### src/rtl/mac_stat_bank.sv
module mac_stat_bank #(
  parameter int OCT_W = 64,
  parameter int PKT_W = 32,
  parameter int LEN_W = 16
) (
  input  logic             clk,
  input  logic             rst_n,
  input  logic             rx_en,
  input  logic             tx_en,
  input  logic             rx_valid,
  input  logic [LEN_W-1:0] rx_len,
  input  logic             rx_crc_err,
  input  logic             rx_flow_ctl,
  input  logic             rx_rej_bcast,
  input  logic             rx_rej_other,
  input  logic             tx_valid,
  input  logic [LEN_W-1:0] tx_len,
  input  logic             tx_abort,
  input  logic             rd_en,
  input  logic [2:0]       rd_addr,
  output logic [31:0]      rd_data
);

  logic [OCT_W-1:0] rx_oct, tx_oct;
  logic [PKT_W-1:0] pkt;
  logic [31:0]      rd_mux;

  logic unused_status;
  assign unused_status = rx_crc_err ^ rx_flow_ctl;

  function automatic logic [OCT_W-1:0] sat_add(input logic [OCT_W-1:0] base,
                                               input logic [LEN_W-1:0] len);
    logic [OCT_W:0] s;
    s = {1'b0, base} + (OCT_W+1)'(len);
    return s[OCT_W] ? '1 : s[OCT_W-1:0];
  endfunction

  wire rx_hit = rx_valid & rx_en & (rx_rej_bcast | ~rx_rej_other);
  wire tx_hit = tx_valid & tx_en & ~tx_abort;

  wire rx_clr  = rd_en && rd_addr == 3'd1;
  wire tx_clr  = rd_en && rd_addr == 3'd3;
  wire pkt_clr = rd_en && rd_addr == 3'd4;

  wire [OCT_W-1:0] rx_base  = rx_clr  ? '0 : rx_oct;
  wire [OCT_W-1:0] tx_base  = tx_clr  ? '0 : tx_oct;
  wire [PKT_W-1:0] pkt_base = pkt_clr ? '0 : pkt;

  always_comb begin
    case (rd_addr)
      3'd0:    rd_mux = rx_oct[31:0];
      3'd1:    rd_mux = 32'(rx_oct >> 32);
      3'd2:    rd_mux = tx_oct[31:0];
      3'd3:    rd_mux = 32'(tx_oct >> 32);
      3'd4:    rd_mux = 32'(pkt);
      default: rd_mux = '0;
    endcase
  end

  always_ff @(posedge clk) begin
    if (!rst_n) begin
      rx_oct  <= '0;
      tx_oct  <= '0;
      pkt     <= '0;
      rd_data <= '0;
    end else begin
      rx_oct <= rx_hit ? sat_add(rx_base, rx_len) : rx_base;
      tx_oct <= tx_hit ? sat_add(tx_base, tx_len) : tx_base;
      pkt    <= (rx_hit && pkt_base != '1) ? pkt_base + 1'b1 : pkt_base;
      if (rd_en) rd_data <= rd_mux;
    end
  end

endmodule


### config.mk
export PLATFORM = sky130hd
export DESIGN_NAME = mac_stat_bank
export DESIGN_NICKNAME = d
export VERILOG_FILES = /design/src/rtl/mac_stat_bank.sv
export SDC_FILE = /design/constraint.sdc
export NUM_CORES = 1
export LEC_CHECK = 0
export BUFFER_PORTS_ARGS = -buffer_cell sky130_fd_sc_hd__clkbuf_2
export CAP_MARGIN = 20
export CELL_PAD_IN_SITES_DETAIL_PLACEMENT = 1
export CELL_PAD_IN_SITES_GLOBAL_PLACEMENT = 2
export CORE_AREA = 2 2 223 225
export DETAILED_ROUTE_END_ITERATION = 12
export DIE_AREA = 0 0 225 227
export PLACE_DENSITY = 0.64
export SYNTH_ARGS = -nofsm -noshare
export SYNTH_HDL_FRONTEND = slang
export SYNTH_SLANG_ARGS = --single-unit
### constraint.sdc
create_clock -name clk -period 6.1 [get_ports clk]
set_input_delay 1.22 -clock clk [delete_from_list [all_inputs] [get_ports clk]]
set_output_delay 1.22 -clock clk [all_outputs]
set_load 0.1 [all_outputs]
==> summary.txt <==
Routing
  – Wire length on met2: 22560 um
  – Drt wl/cell: 21.21 um
  – Max layer used: met5
  – Total Wirelength: 46380 um
  – Met1 wire length: 21670 um
  – Routed vias: 11504
  – Via-to-Cell Ratio: 5.263
  – DR DRC count: 0
  – ANT nets after route: 0
  – TritonRoute pass-1 iters: 6
  – WL met3: 1225 um
  – DR iter-0 viols: 599

CTS
  – Root Buffer: clkbuf_16
  – Post-CTS repair timing setup buffer count: 0
  – Hold-fix buffer count after cts: 0
  – TritonCTS Buffers: 17
  – Clock slew at reported path FFs: 70 ps
  – CTS tree: built
  – Post-cts sizing count: 0
  – Clock Sink Count: 192
  – CTS H-tree lvls: 4
  – Worst skew pair latency: 470 ps
  – CTS max path bufs: 2

Global route
  – Initial antenna violation count: 2
  – First-pass GRT wire length: 71840 um
  – GR Util All Layers: 0.1838
  – Largest net degree at the start of global routing: 78
  – Vias in the first global route: 11961
  – Gr ovfl total: 0

Synthesis
  – Syn Inst Count: 1516
  – Synth cell count leaders: dfxtp_1 (192), nand2_1 (160), a21oi_1 (126), nor2_1 (112), xor2_1 (77)
  – Net Count, Synth: 1598
  – Post-Syn Area: 12080 sq um
  – Synthesized flop and latch total: 192
  – Synth Flop Type: dfxtp_1
  – Top area cells in the synthesized netlist: dfxtp_1 (32%), xor2_1 (5.6%), a21oi_1 (5.2%)
  – Synth top area share: 0.3182
  – Area leader, netlist: dfxtp_1
  – Synth cell types: 77
  – Sequential fraction of the synthesis area: 0.3182
  – Post-synth EDFFs: 0
  – Ys async rst share: 0
  – Mean post-synth cell area: 7.968 sq um
  – Top-count cell post-synth: dfxtp_1
  – Syn. warnings: 0

STA
  – Hold_ws: 532.6 ps
  – RSZ-0062 raised after global routing: no
  – Period utilization: 0.8434
  – Max Transition Viols Final: 0
  – Slew HR: 0.3330
  – Worst-Margin Slew: 1000 ps
  – Skew final: 17.33 ps
  – Fmax: 194.4 MHz
  – Minimum clock period: 5145 ps
  – Final setup fails: 0
  – Fin Setup TNS: 0 ps
  – Final Hold Fails: 0

Power
  – PD cells: 202.5 nW/um^2
  – Logic pwr share: 0.115
  – LEAKAGE: 4.751 nW
  – Switching power: 0.0007801 W
  – Power Total: 0.002773 W
  – Switch share: 0.2813
  – Clock network power share: 0.424
  – Int Power: 0.001993 W
  – Peak supply drop: 0.1952 mV
  – Seq pwr share: 0.460

Floorplan
  – Die width: 225 um
  – Core area: 48550 sq um
  – Die Ht: 227 um
  – Top-level I/O count: 79
  – Starting Density: 0.2488
  – Total die area: 51080 sq um
  – Num rows: 81

Place
  – Port Buffers: 76
  – DP HPWL: 34360 um
  – Placed Cells: 2154
  – GP Congestion: 0.8327
  – DP Area: 13110 sq um

Critical path
  – Crit Path Class: in2reg
  – Worst EP arrival: 5530 ps
  – Crit Path Max Fanout: 56
  – Startpoint Class: input port
  – Worst Setup End Kind: flop
  – CP required: 6480 ps

Finish
  – Area grow syn2layout: 13.36%
  – Nets: 1633
  – Finished Layout Cells: 2186
  – Finished Cell Area: 13690 sq um
  – Share of layout cells above drive strength 1: 0.1279
  – Diode count: 0

Run
  – Max Cap Viol: 0

Hold path
  – Worst Hold Class: reg2reg

Status
  – Status: finished, final reports clean
-- placed cells by master (no fill, tap or decap), drive strengths merged, types with 5 or more instances in the layout --
| master | count |
|---|---|
| a211oi | 13 |
| or3 | 10 |
| o211ai | 6 |
| nand2 | 160 |
| clkbuf | 96 |
| and4 | 13 |
| xnor2 | 48 |
| a21o | 16 |
| nand4 | 43 |
| ha | 33 |
| and3 | 33 |
| or4 | 6 |
| xor2 | 77 |
| a22oi | 64 |
| mux2 | 28 |
| inv | 23 |
| a21oi | 126 |
| dfxtp | 192 |
| and2 | 54 |
| o21ai | 76 |
| nor2 | 112 |
| nand3 | 64 |
| o22ai | 32 |
| nor2b | 34 |
| mux2i | 5 |
| o21a | 39 |
| buf | 29 |
| nor4 | 20 |
| a31oi | 7 |
| or2 | 6 |
| nor3 | 36 |
-- path summary, 6_finish.rpt --
path	startpoint	endpoint	slack, ps	depth (start not counted)
worst min-delay path	rx_oct[26]$_SDFF_PN0_	rx_oct[26]$_SDFF_PN0_	530	2
worst max register to register	tx_oct[0]$_SDFF_PN0_	tx_oct[36]$_SDFF_PN0_	2190	11
worst max-delay path	rd_en	tx_oct[36]$_SDFF_PN0_	960	12
worst min register to register	rx_oct[26]$_SDFF_PN0_	rx_oct[26]$_SDFF_PN0_	530	2
-- power by group through the flow --
stage | registers, W | logic [W] | clock network, W
6_report | 0.00128 | 0.000319 | 0.00118
3_5_place_dp | 0.00131 | 0.000320 | 0
2_1_floorplan | 0.00131 | 0.000214 | 0
3_3_place_gp | 0.00131 | 0.000316 | 0
5_1_grt | 0.00128 | 0.000353 | 0.00126
4_1_cts | 0.00128 | 0.000322 | 0.00121
-- worst max-delay path, cell delays in order --
cell,delay (ps)
clkbuf_2,200
nand4b_1,450
buf_12,370
and2_1,220
ha_1,440
nand2_1,90
o41a_1,450
a21oi_1,340
or2_2,340
and2_1,760
nand2_1,430
o21ai_0,180
-- metrics by stage --
stage | worst slack (ps) | utilization
detailed placement | 426.8 | 0.2701
floorplan | 1487 | -
finish | 955.1 | 0.2821
global route | 724.8 | 0.2821
CTS | 934.8 | 0.2821
global placement | 483.0 | 0.2701
-- final cells by class --
cell class,instances,area [sq um]
fillers,5742,34850
clock buffers,20,446.7
repair buffers,105,623.1
clock inverters,12,135.1
inverters,21,78.83
multi-input cells,1214,7787
well taps,622,778.2
flip-flops and latches,192,3844
-- metal layers --
| layer | up-vias | global-route usage |
|---|---|---|
| li1 | 5565 | - |
| met1 | 5725 | 0.2361 |
| met2 | 163 | 0.3221 |
| met3 | 49 | 0.02336 |
| met4 | 2 | 0.05298 |
| met5 | - | 0 |
-- state kept, by name, indices dropped and copies added (netlist names) --
signal,flops
rd_data,32
tx_oct,64
rx_oct,64
pkt,32
-- cell families (layout without fill, tap and decap cells) --
kind of cell / Yosys count / in the layout / share of synthesized area
AND/OR/NAND/NOR: 608 / 608 / 0.2665
AO/OA/AOI/OAI: 412 / 412 / 0.2173
flip-flops: 192 / 192 / 0.3182
XOR/XNOR: 125 / 125 / 0.09064
buffers and inverters: 110 / 158 / 0.03770
adder cells (fa/ha/maj): 35 / 35 / 0.03750
multiplexers: 34 / 34 / 0.03211
(Power assumes the default switching activity.)
